`src/rtl/can_bt_pkg.sv`:
```
package can_bt_pkg;

   typedef enum logic [1:0] {
      SEG_SYNC = 2'd0,
      SEG_PH1  = 2'd1,
      SEG_PH2  = 2'd2
   } seg_e;

   function automatic logic maj3(input logic a, input logic b, input logic c);
      return (a & b) | (a & c) | (b & c);
   endfunction

endpackage

```
`src/rtl/can_bt_cfg.sv`:
```
module can_bt_cfg #(
   parameter int DW       = 8,
   parameter int AW       = 2,
   parameter int PRE_W    = 6,
   parameter int SEG1_W   = 4,
   parameter int SEG2_W   = 3,
   parameter int SJW_W    = 2,
   parameter int RST_PRE  = 0,
   parameter int RST_SEG1 = 5,
   parameter int RST_SEG2 = 2,
   parameter int RST_SJW  = 0
) (
   input  logic              clk,
   input  logic              rst_n,
   input  logic              hold,
   input  logic              we,
   input  logic [AW-1:0]     addr,
   input  logic [DW-1:0]     wdata,
   output logic [PRE_W-1:0]  pre,
   output logic [SEG1_W-1:0] seg1,
   output logic [SEG2_W-1:0] seg2,
   output logic [SJW_W-1:0]  sjw
);

   generate
      if (PRE_W > DW || SEG1_W > DW || SEG2_W > DW || SJW_W > DW) begin : g_bad_width
         $error("can_bt_cfg: a field is wider than the data port");
      end
      if (AW < 2) begin : g_bad_addr
         $error("can_bt_cfg: four registers need two address bits");
      end
   endgenerate

   logic unused_wdata;
   assign unused_wdata = ^wdata;

   always_ff @(posedge clk or negedge rst_n) begin
      if (!rst_n) begin
         pre  <= PRE_W'(RST_PRE);
         seg1 <= SEG1_W'(RST_SEG1);
         seg2 <= SEG2_W'(RST_SEG2);
         sjw  <= SJW_W'(RST_SJW);
      end else if (hold && we) begin
         case (addr[1:0])
            2'd0:    pre  <= wdata[PRE_W-1:0];
            2'd1:    seg1 <= wdata[SEG1_W-1:0];
            2'd2:    seg2 <= wdata[SEG2_W-1:0];
            default: sjw  <= wdata[SJW_W-1:0];
         endcase
      end
   end

   assert_cfg_frozen_R8: assert property (@(posedge clk) disable iff (!rst_n)
      !hold |=> $stable({pre, seg1, seg2, sjw}));

endmodule

```
`src/rtl/can_bt_rxsync.sv`:
```
module can_bt_rxsync #(
   parameter int STAGES = 2
) (
   input  logic clk,
   input  logic rst_n,
   input  logic rx_in,
   output logic rx_s,
   output logic edge_fall
);

   generate
      if (STAGES < 2) begin : g_bad_stages
         $error("can_bt_rxsync: at least two synchronizer stages are needed");
      end
   endgenerate

   logic [STAGES-1:0] chain;
   logic              prev;

   always_ff @(posedge clk or negedge rst_n) begin
      if (!rst_n) begin
         chain <= '1;
         prev  <= 1'b1;
      end else begin
         chain <= {chain[STAGES-2:0], rx_in};
         prev  <= chain[STAGES-1];
      end
   end

   assign rx_s      = chain[STAGES-1];
   assign edge_fall = prev & ~rx_s;

endmodule

```
`src/rtl/can_bt_sampler.sv`:
```
module can_bt_sampler
   import can_bt_pkg::*;
(
   input  logic clk,
   input  logic rst_n,
   input  logic hold,
   input  logic rx_s,
   input  logic sample_pt,
   output logic bus_level,
   output logic sample_stb
);

   logic [1:0] hist;

   always_ff @(posedge clk or negedge rst_n) begin
      if (!rst_n) begin
         hist       <= 2'b11;
         bus_level  <= 1'b1;
         sample_stb <= 1'b0;
      end else begin
         hist <= {hist[0], rx_s};
         if (hold) begin
            bus_level  <= 1'b1;
            sample_stb <= 1'b0;
         end else begin
            sample_stb <= sample_pt;
            if (sample_pt) bus_level <= maj3(hist[1], hist[0], rx_s);
         end
      end
   end

   assert_recessive_in_hold_R9: assert property (@(posedge clk) disable iff (!rst_n)
      hold |=> (bus_level && !sample_stb));

   assert_level_moves_on_strobe_R3: assert property (@(posedge clk) disable iff (!rst_n)
      (bus_level != $past(bus_level)) |-> (sample_stb || $past(hold)));

endmodule

```
`src/rtl/can_bt_seq.sv`:
```
module can_bt_seq
   import can_bt_pkg::*;
#(
   parameter int PRE_W  = 6,
   parameter int SEG1_W = 4,
   parameter int SEG2_W = 3,
   parameter int SJW_W  = 2
) (
   input  logic              clk,
   input  logic              rst_n,
   input  logic              hold,
   input  logic              edge_fall,
   input  logic              bus_idle,
   input  logic [PRE_W-1:0]  pre,
   input  logic [SEG1_W-1:0] seg1,
   input  logic [SEG2_W-1:0] seg2,
   input  logic [SJW_W-1:0]  sjw,
   output logic              sample_pt,
   output logic              tx_stb
);

   localparam int QW = SEG1_W + 2;
   localparam logic [QW-1:0] ONE = QW'(1);

   generate
      if (SJW_W > SEG1_W || SEG2_W > SEG1_W + 1) begin : g_bad_seg
         $error("can_bt_seq: quantum counter too narrow for the segment fields");
      end
   endgenerate

   seg_e          seg;
   logic [PRE_W-1:0] pcnt;
   logic [QW-1:0] qcnt, len1, len2;
   logic          done;

   logic          tick, hsync, late, early, jump;
   logic [QW-1:0] base1, base2, sjw_q, ext, rem, len1_new, len2_new;

   always_comb begin
      base1    = QW'(seg1) + ONE;
      base2    = QW'(seg2) + ONE;
      sjw_q    = QW'(sjw) + ONE;
      tick     = (pcnt == pre);
      hsync    = edge_fall & bus_idle;
      late     = edge_fall & ~done & ~hsync & (seg == SEG_PH1);
      early    = edge_fall & ~done & ~hsync & (seg == SEG_PH2);
      ext      = ((qcnt + ONE) < sjw_q) ? (qcnt + ONE) : sjw_q;
      rem      = len2 - qcnt;
      jump     = early & (rem <= sjw_q);
      len1_new = late ? (len1 + ext) : len1;
      len2_new = (early & ~jump) ? (len2 - sjw_q) : len2;
      sample_pt = ~hold & ~hsync & (seg == SEG_PH1) & tick & (qcnt == len1_new - ONE);
      tx_stb    = ~hold & (seg == SEG_SYNC) & (pcnt == '0);
   end

   always_ff @(posedge clk or negedge rst_n) begin
      if (!rst_n) begin
         seg  <= SEG_SYNC;
         pcnt <= '0;
         qcnt <= '0;
         len1 <= '0;
         len2 <= '0;
         done <= 1'b0;
      end else if (hold) begin
         seg  <= SEG_SYNC;
         pcnt <= '0;
         qcnt <= '0;
         done <= 1'b0;
      end else if (hsync || jump) begin
         seg  <= SEG_SYNC;
         pcnt <= '0;
         qcnt <= '0;
         done <= 1'b1;
      end else begin
         if (edge_fall) done <= 1'b1;
         len1 <= len1_new;
         len2 <= len2_new;
         pcnt <= tick ? '0 : pcnt + PRE_W'(1);
         if (tick) begin
            unique case (seg)
               SEG_SYNC: begin
                  seg  <= SEG_PH1;
                  qcnt <= '0;
                  len1 <= base1;
                  len2 <= base2;
               end
               SEG_PH1: begin
                  if (qcnt == len1_new - ONE) begin
                     seg  <= SEG_PH2;
                     qcnt <= '0;
                  end else begin
                     qcnt <= qcnt + ONE;
                  end
               end
               SEG_PH2: begin
                  if (qcnt == len2_new - ONE) begin
                     seg  <= SEG_SYNC;
                     qcnt <= '0;
                     done <= 1'b0;
                  end else begin
                     qcnt <= qcnt + ONE;
                  end
               end
               default: seg <= SEG_SYNC;
            endcase
         end
      end
   end

   assert_ph1_within_jump_R5: assert property (@(posedge clk) disable iff (!rst_n)
      (seg == SEG_PH1) |-> (len1 >= base1 && len1 <= base1 + sjw_q));

   assert_ph2_count_bound_R6: assert property (@(posedge clk) disable iff (!rst_n)
      (seg == SEG_PH2) |-> (qcnt < len2));

   assert_single_adjust_R7: assert property (@(posedge clk) disable iff (!rst_n)
      (seg == SEG_PH1 && $past(seg) == SEG_PH1 && $past(len1) != len1) |-> !$past(done));

endmodule

```
`src/rtl/can_bit_timer.sv`:
```
module can_bit_timer #(
   parameter int DW          = 8,
   parameter int AW          = 2,
   parameter int PRE_W       = 6,
   parameter int SEG1_W      = 4,
   parameter int SEG2_W      = 3,
   parameter int SJW_W       = 2,
   parameter int SYNC_STAGES = 2
) (
   input  logic          clk,
   input  logic          rst_n,
   input  logic          cfg_mode,
   input  logic          cfg_we,
   input  logic [AW-1:0] cfg_addr,
   input  logic [DW-1:0] cfg_wdata,
   input  logic          bus_idle,
   input  logic          rx_in,
   output logic          bus_level,
   output logic          sample_stb,
   output logic          tx_stb
);

   logic [PRE_W-1:0]  pre;
   logic [SEG1_W-1:0] seg1;
   logic [SEG2_W-1:0] seg2;
   logic [SJW_W-1:0]  sjw;
   logic              rx_s, edge_fall, sample_pt;

   can_bt_cfg #(
      .DW(DW), .AW(AW), .PRE_W(PRE_W), .SEG1_W(SEG1_W), .SEG2_W(SEG2_W), .SJW_W(SJW_W)
   ) u_cfg (
      .clk(clk), .rst_n(rst_n), .hold(cfg_mode), .we(cfg_we), .addr(cfg_addr),
      .wdata(cfg_wdata), .pre(pre), .seg1(seg1), .seg2(seg2), .sjw(sjw)
   );

   can_bt_rxsync #(.STAGES(SYNC_STAGES)) u_sync (
      .clk(clk), .rst_n(rst_n), .rx_in(rx_in), .rx_s(rx_s), .edge_fall(edge_fall)
   );

   can_bt_seq #(
      .PRE_W(PRE_W), .SEG1_W(SEG1_W), .SEG2_W(SEG2_W), .SJW_W(SJW_W)
   ) u_seq (
      .clk(clk), .rst_n(rst_n), .hold(cfg_mode), .edge_fall(edge_fall),
      .bus_idle(bus_idle), .pre(pre), .seg1(seg1), .seg2(seg2), .sjw(sjw),
      .sample_pt(sample_pt), .tx_stb(tx_stb)
   );

   can_bt_sampler u_samp (
      .clk(clk), .rst_n(rst_n), .hold(cfg_mode), .rx_s(rx_s),
      .sample_pt(sample_pt), .bus_level(bus_level), .sample_stb(sample_stb)
   );

   assert_strobes_apart_R2: assert property (@(posedge clk) disable iff (!rst_n)
      !(sample_stb && tx_stb));

endmodule

```
`config.mk`:
```
export PLATFORM = sky130hd
export DESIGN_NAME = can_bit_timer
export DESIGN_NICKNAME = d
export VERILOG_FILES = /design/src/rtl/can_bt_pkg.sv /design/src/rtl/can_bt_cfg.sv /design/src/rtl/can_bt_rxsync.sv /design/src/rtl/can_bt_sampler.sv /design/src/rtl/can_bt_seq.sv /design/src/rtl/can_bit_timer.sv
export SDC_FILE = /design/constraint.sdc
export NUM_CORES = 1
export LEC_CHECK = 0
export ABC_AREA = 1
export BUFFER_PORTS_ARGS = -buffer_cell sky130_fd_sc_hd__buf_2
export CAP_MARGIN = 25
export CORE_ASPECT_RATIO = 0.75
export CORE_MARGIN = 4
export CORE_UTILIZATION = 40
export DETAILED_ROUTE_END_ITERATION = 8
export SLEW_MARGIN = 15
export SYNTH_ARGS = -nofsm -noshare
export SYNTH_HDL_FRONTEND = slang
export SYNTH_HIERARCHICAL = 1
export SYNTH_SLANG_ARGS = --single-unit
```
`constraint.sdc`:
```
create_clock -name clk -period 7.4 [get_ports clk]
set_clock_uncertainty 0.05 [all_clocks]
set_input_delay 0.74 -clock clk [delete_from_list [all_inputs] [get_ports clk]]
set_output_delay 0.74 -clock clk [all_outputs]
set_load 0.01 [all_outputs]
```
* Yosys cells after proc, flatten, opt, wreduce, memory -nomap -nowiden
Cells that the tools add are included.
** Storage, ports and cells
- Bits in registers :: 49
- Input bits :: 16
- Logic and storage cells :: 109
** Cells by class
- Add/sub/neg operators :: 10
- $lt $le $gt $ge :: 2
- Eq/ne operators :: 9
- Muxes and demuxes :: 31
- Bitwise gates (word level) :: 26
- Reduce and logical (&&, ||, !) cells :: 16
** Operator list (count)
- 6-bit two-way mux :: 15
- 6-bit equality test :: 3
- 6-bit one-hot mux with 3 select lines :: 1
- 1-bit AND :: 17
- 6-bit by 1-bit adder with 6-bit output, second input constant :: 2
- 2-bit AND reduction :: 6
- 6-bit by 1-bit subtractor with 6-bit output, second input constant :: 2
- 6-bit subtractor :: 2
- 2-bit two-way mux :: 5
- 1-bit two-way mux :: 9
- 4-bit != test, second input constant :: 2
- 1-bit NOT :: 7
- 6-bit adder :: 1
- 6-bit less-or-equal comparator :: 1
- 6-bit logical NOT :: 1
- 6-bit less-than comparator :: 1
- 2-bit one-hot mux with 3 select lines :: 1
- 4-bit by 1-bit adder with 5-bit output, second input constant :: 1
- 5-bit nonzero test :: 1
- 3-bit by 1-bit adder with 4-bit output, second input constant :: 1
- 2-bit by 1-bit equality test with 1-bit output, second input constant :: 2
- 2-bit equality test, second input constant :: 2
- 2-bit logical NOT :: 2
- 2-bit by 1-bit adder with 3-bit output, second input constant :: 1
- other kinds (7) :: 8

* Longest topological paths before layout
- Depth in word-level cells :: 17
- Depth in mapped cells :: 30

* Hierarchy
The synthesis kept the hierarchy.
** By module, submodules not included
- can_bt_seq :: instances 1, cells each 408, area each 2874.0 sq um, seq. area each 675.6 sq um
- can_bt_cfg :: instances 1, cells each 73, area each 641.9 sq um, seq. area each 379.1 sq um
- can_bt_sampler :: instances 1, cells each 14, area each 142.6 sq um, seq. area each 103.8 sq um
- can_bt_rxsync :: instances 1, cells each 5, area each 88.8 sq um, seq. area each 78.8 sq um

* Worst setup path before layout
OpenSTA, ideal clock, no wires.
- Path kind :: reg-to-reg
- Start point :: register u_cfg.sjw[0]
- End point :: register u_samp.bus_level
- Setup time :: 78 ps
- Arrival time :: 3759 ps
- Slack :: 3514 ps
- Cell stages (with the launch flop) :: 25
- Path buffers :: 0
- Cell sequence :: dfrtp_1 > ha_1 > inv_1 > ha_1 > a21o_1 > a21oi_1 > nand4_1 > nand2_1 > o21ai_0 > ha_1 > fa_1 > xnor2_1 > nand2_1 > o21ai_0 > nand2_1 > nor2_1 > nand2_1 > o21bai_1 > nand2_1 > xor2_1 > nand2_1 > nor4_1 > inv_1 > a21oi_1 > nand2_1
** On the way
- Word-level cells in the longest chain between the ends :: 9
** Ends and longest elaborated chain
- start: declaration :: RTL line can_bt_cfg.sv:22 : output logic [SJW_W-1:0] sjw
- start signal: assignment :: RTL line can_bt_cfg.sv:42 : sjw <= SJW_W'(RST_SJW);
- start signal: assignment :: RTL line can_bt_cfg.sv:48 : default: sjw <= wdata[SJW_W-1:0];
- 2-bit by 1-bit adder with 3-bit output (*) :: RTL line can_bt_seq.sv:42 : sjw_q = QW'(sjw) + ONE;
- 6-bit less-than comparator :: RTL line can_bt_seq.sv:47 : ext = ((qcnt + ONE) < sjw_q) ? (qcnt + ONE) : sjw_q;
- 6-bit two-way mux (*) :: RTL line can_bt_seq.sv:47
- 6-bit adder (*) :: RTL line can_bt_seq.sv:50 : len1_new = late ? (len1 + ext) : len1;
- 6-bit two-way mux (*) :: RTL line can_bt_seq.sv:50
- 6-bit by 1-bit subtractor with 6-bit output (*) :: RTL line can_bt_seq.sv:52 : sample_pt = ~hold & ~hsync & (seg == SEG_PH1) & tick & (qcnt == len1_new - ONE);
- 6-bit equality test (*) :: RTL line can_bt_seq.sv:52
- 1-bit AND (*) :: RTL line can_bt_seq.sv:52
- net sample_pt :: RTL line can_bit_timer.sv:27 : logic rx_s, edge_fall, sample_pt;
- 2-bit nonzero test (no source line) (*)
- end signal: assignment :: RTL line can_bt_sampler.sv:27 : if (sample_pt) bus_level <= maj3(hist[1], hist[0], rx_s);
- end: declaration :: RTL line can_bt_sampler.sv:9 : output logic bus_level,
The timed path passes the listed nets; every way through them passes the cells marked *.
A chain may end at the register's enable or synchronous reset.

* Final worst setup path
- Start point :: register u_seq.qcnt[0]
- End point :: register u_samp.bus_level
** On the way
- Word-level cells in the longest chain between the ends :: 9
** Ends and longest elaborated chain
- start: declaration :: RTL line can_bt_seq.sv:33 : logic [QW-1:0] qcnt, len1, len2;
- start signal: assignment :: RTL line can_bt_seq.sv:92 : qcnt <= qcnt + ONE;
- start signal: assignment :: RTL line can_bt_seq.sv:101 : qcnt <= qcnt + ONE;
- 6-bit by 1-bit adder with 6-bit output :: RTL line can_bt_seq.sv:47
- 6-bit less-than comparator :: RTL line can_bt_seq.sv:47
- 6-bit two-way mux :: RTL line can_bt_seq.sv:47
- 6-bit adder :: RTL line can_bt_seq.sv:50
- 6-bit two-way mux :: RTL line can_bt_seq.sv:50
- 6-bit by 1-bit subtractor with 6-bit output :: RTL line can_bt_seq.sv:52
- 6-bit equality test (*) :: RTL line can_bt_seq.sv:52
- 1-bit AND (*) :: RTL line can_bt_seq.sv:52
- net sample_pt :: RTL line can_bit_timer.sv:27
- 2-bit nonzero test (no source line) (*)
Marks and branches as above.

==> metrics.yaml <==
status:
  run_status: "completed"
timing:
  holdWs_ps: 309.2
  finalSetupTns_ps: 0
  timing.final.crit_period_ps: 4716
  finalSetupViolCount: 0
  fin_crit_sh: 0.6373
  worst_pin_slew_ps: 712.2
  hold_violations: 0
  slew_headroom: 0.5234
  rsz0062_at_grt: "false"
  fmaxAchievable_mhz: 212.1
  final_max_slew_viol_count: 0
clock_tree:
  post_cts_buffers: 0
  clk_pin_slew_ps: 70
  ctsResizeCount: 0
  cts.htree.levels: 2
  root_buffer: "clkbuf_16"
  clock_sinks: 49
  clock_latency_ps: 290
  holdBufCountCts: 0
  cts_tree: "done"
  cts_buffers: 5
  clockBufferDepth: 2
critical_path:
  worst_ep_required_time_ps: 7590
  slowest_delay_ps: 550
  worst_setup_path_start_kind: "flop"
  cp.arrival_ps: 4910
  crit_type: "reg -> reg"
  rrSetupSlack_ps: 2680
  cpMostUsedCell: "nand2_1"
  critPathBufInv: 1
  endpoint_kind: "flop"
  crit_chain: "ha_1, xor2_1, ha_1, a21oi_1, nand4_1, nand2_1, o21ai_0, ha_1, fa_1, xnor2_1, nand2_1, o21ai_0, nand2_1, nor2_1, nand2_1, o21bai_1, nand2_1, xor2_1, nand2_1, nor4_1, inv_1, nor2_1, nand2_1, nand2_1"
  crit_slowest_cell: "dfrtp_1"
  worstPathMaxFanout: 8
  critPathTopFamily: "simple AND/OR/NAND/NOR gates"
yosys:
  synth_top_area_cell: "dfrtp_1"
  ys_seq_area_frac: 0.3302
  synth_top_cell_area_share: 0.2671
  yosys_most_used_dff: "dfrtp_1"
  yosys_warnings: 6
  synthesis.area_mm2: 0.003747
  synthArstFlopShare: 1.000
  synth.distinct_cells: 43
  syn_area_per_cell_um2: 7.495
  synth_cells: 500
  synthTopCellsByArea: "dfrtp_1 (27%), nand2_1 (13%), ha_1 (10%), dfstp_2 (6.3%), nand3_1 (6.3%)"
  synth_edf_count: 0
  synth-seq-cells: 49
power:
  share_comb_of_total_power: 0.494
  p_per_area_mw_per_mm2: 288.4
  p_seq_frac: 0.312
  leakage_uw: 0.001994
  p_int_uw: 673.3
  max-vdd-ir-drop_v: 0.0001349
  switchingPower_uw: 512.2
  clkPwrFrac: 0.194
  swShare: 0.4321
placed_design:
  portBuffers: 16
  numPlacedInstances: 640
  place_area_mm2: 0.003963
  globalplace.congestion: 0.8830
  hpwlAfterDp_um: 6810
global_routing:
  grt_use_met3: 0.03391
  met1_usage: 0.2448
  gr-total-overflow: 0
  grt_pass1_wl_um: 14490
  gr-max-usage-layer: "met1"
  grt_antenna_before_repair: 0
  first_global_vias: 2973
  grt_usage: 0.1627
  grt_max_degree: 50
  use_met2: 0.2406
route:
  ant_nets: 0
  via_per_inst: 5.009
  drtIter0Drc: 190
  drc: 0
  drt_first_pass_iters: 5
  routed-via-count: 3246
  wl_per_cell_um: 13.36
  wirelength_um: 8657
hold_path:
  holdCritPathClass: "reg -> reg"
floorplan:
  die_y_um: 91.82
  die-area_mm2: 0.01100
  rows: 30
  die_w_um: 119.8
  num_io_pins: 19
  core_mm2: 0.009084
  start_util: 0.4125
layout:
  instances_no_fill: 648
  layout-area-overhead-vs-synth_pct: 9.683
  fill_cells: 913
  nets: 569
  drive_gt1_frac: 0.1423
  antennaDiodeCount: 0
  final_area_mm2: 0.004110
  final_util: 0.4525
job:
  cap_violations: 0
layout by cell type (no fill, tap or decap), drive strengths merged:
| cell type | netlist | final |
|---|---|---|
| o21bai | 1 | 1 |
| a221oi | 4 | 4 |
| nand3 | 48 | 48 |
| nor4 | 1 | 1 |
| o21ai | 23 | 23 |
| o211ai | 1 | 1 |
| nor3 | 4 | 4 |
| a21o | 2 | 2 |
| a31oi | 2 | 2 |
| conb | 1 | 2 |
| a211oi | 1 | 1 |
| clkinvlp | 0 | 3 |
| o22ai | 7 | 7 |
| fa | 3 | 3 |
| nand2 | 145 | 145 |
| nand3b | 5 | 5 |
| o32ai | 1 | 1 |
| ha | 31 | 31 |
| a21oi | 16 | 16 |
| clkbuf | 2 | 5 |
| dfrtp | 40 | 40 |
| or2 | 7 | 7 |
| xnor2 | 6 | 6 |
| nand4 | 6 | 6 |
| a22o | 1 | 1 |
| nor2 | 45 | 45 |
| and3 | 1 | 1 |
| buf | 4 | 17 |
| nor3b | 3 | 3 |
| dfstp | 9 | 9 |
| inv | 64 | 64 |
| xor2 | 16 | 16 |
metrics by stage:
step / setup slack, ps / power [uW]
finish: 2684 / 1186
global route: 2066 / 1301
CTS: 2749 / 1190
detailed placement: 2763 / 953.5
global placement: 2885 / 935.8
floorplan: 3514 / 819.6
worst register-to-register path: cells and delay by family, from the launching register on:
kind	cells	cell delay [ps]
compound gates	4	670
xor+xnor	3	550
fa+ha+maj	4	1190
buf+inv	1	120
flops	1	550
simple gates	12	1560
layer usage:
metal	wire, um	part of all wire
met5	0	0
met3	372	0.043
met2	3684	0.43
met1	4504	0.52
met4	97	0.011
power by group through the flow:
stage / sequential (uW) / combinational, uW / clock (uW)
4_1_cts: 370 / 582 / 237
3_5_place_dp: 375 / 579 / 0
2_1_floorplan: 357 / 463 / 0
3_3_place_gp: 373 / 562 / 0
5_1_grt: 377 / 673 / 251
6_report: 370 / 585 / 230
Yosys cell counts (3+ instances only):
| cell type | count |
|---|---|
| or2_2 | 6 |
| fa_1 | 3 |
| nand2_1 | 130 |
| inv_1 | 61 |
| nor2_2 | 4 |
| nand2_4 | 3 |
| nand3b_1 | 5 |
| nor3_1 | 4 |
| a221oi_1 | 4 |
| nor2_4 | 3 |
| nand4_1 | 6 |
| a21oi_1 | 15 |
| xor2_1 | 16 |
| nor3b_1 | 3 |
| nand2_2 | 12 |
| inv_2 | 3 |
| nor2_1 | 38 |
| dfstp_2 | 9 |
| o21ai_0 | 15 |
| nand3_1 | 47 |
| o21ai_2 | 7 |
| ha_1 | 31 |
| xnor2_1 | 6 |
| dfrtp_1 | 40 |
| o22ai_1 | 7 |
path summary, 6_finish.rpt:
path                                 start               end  depth (start not counted)
hold / removal             u_sync/chain[0]   u_sync/chain[1]                          0
setup / recovery             u_seq/qcnt[0]  u_samp/bus_level                         24
hold reg to reg            u_sync/chain[0]   u_sync/chain[1]                          0
min in group asynchronous            rst_n     u_seq/pcnt[3]                          2
setup reg to reg             u_seq/qcnt[0]  u_samp/bus_level                         24
max in group asynchronous            rst_n      u_cfg/sjw[1]                          2
logic make-up (layout without fill, tap and decap cells):
family / count (synthesis) / after routing / synth area share
buf+inv: 70 / 89 / 0.07379
compound gates: 59 / 59 / 0.09916
fa+ha+maj: 34 / 34 / 0.1195
simple gates: 265 / 265 / 0.3249
flops: 49 / 49 / 0.3302
other cells: 1 / 2 / 0.001001
xor+xnor: 22 / 22 / 0.05142
final cells by class:
cell class | count | area (um2) | share of cell area
inverter | 64 | 240.2 | 0.05845
clock buffer | 5 | 125.1 | 0.03044
clock inverter | 3 | 22.52 | 0.005479
tap | 128 | 160.2 | 0.03897
sequential | 49 | 1237 | 0.3011
timing repair buffer | 17 | 87.58 | 0.02131
multi-input combinational | 382 | 2237 | 0.5443
registers in the layout (all words and copies together) (netlist names):
| signal | flops |
|---|---|
| u_sync/chain | 2 |
| u_seq/seg | 2 |
| u_seq/done | 1 |
| u_cfg/seg2 | 3 |
| u_cfg/pre | 6 |
| u_seq/qcnt | 6 |
| u_cfg/sjw | 2 |
| u_samp/bus_level | 1 |
| u_sync/prev | 1 |
| u_seq/len2 | 6 |
| u_seq/len1 | 6 |
| u_samp/hist | 2 |
| u_cfg/seg1 | 4 |
| u_samp/sample_stb | 1 |
| u_seq/pcnt | 6 |
Power figures use the tool's default switching activity.
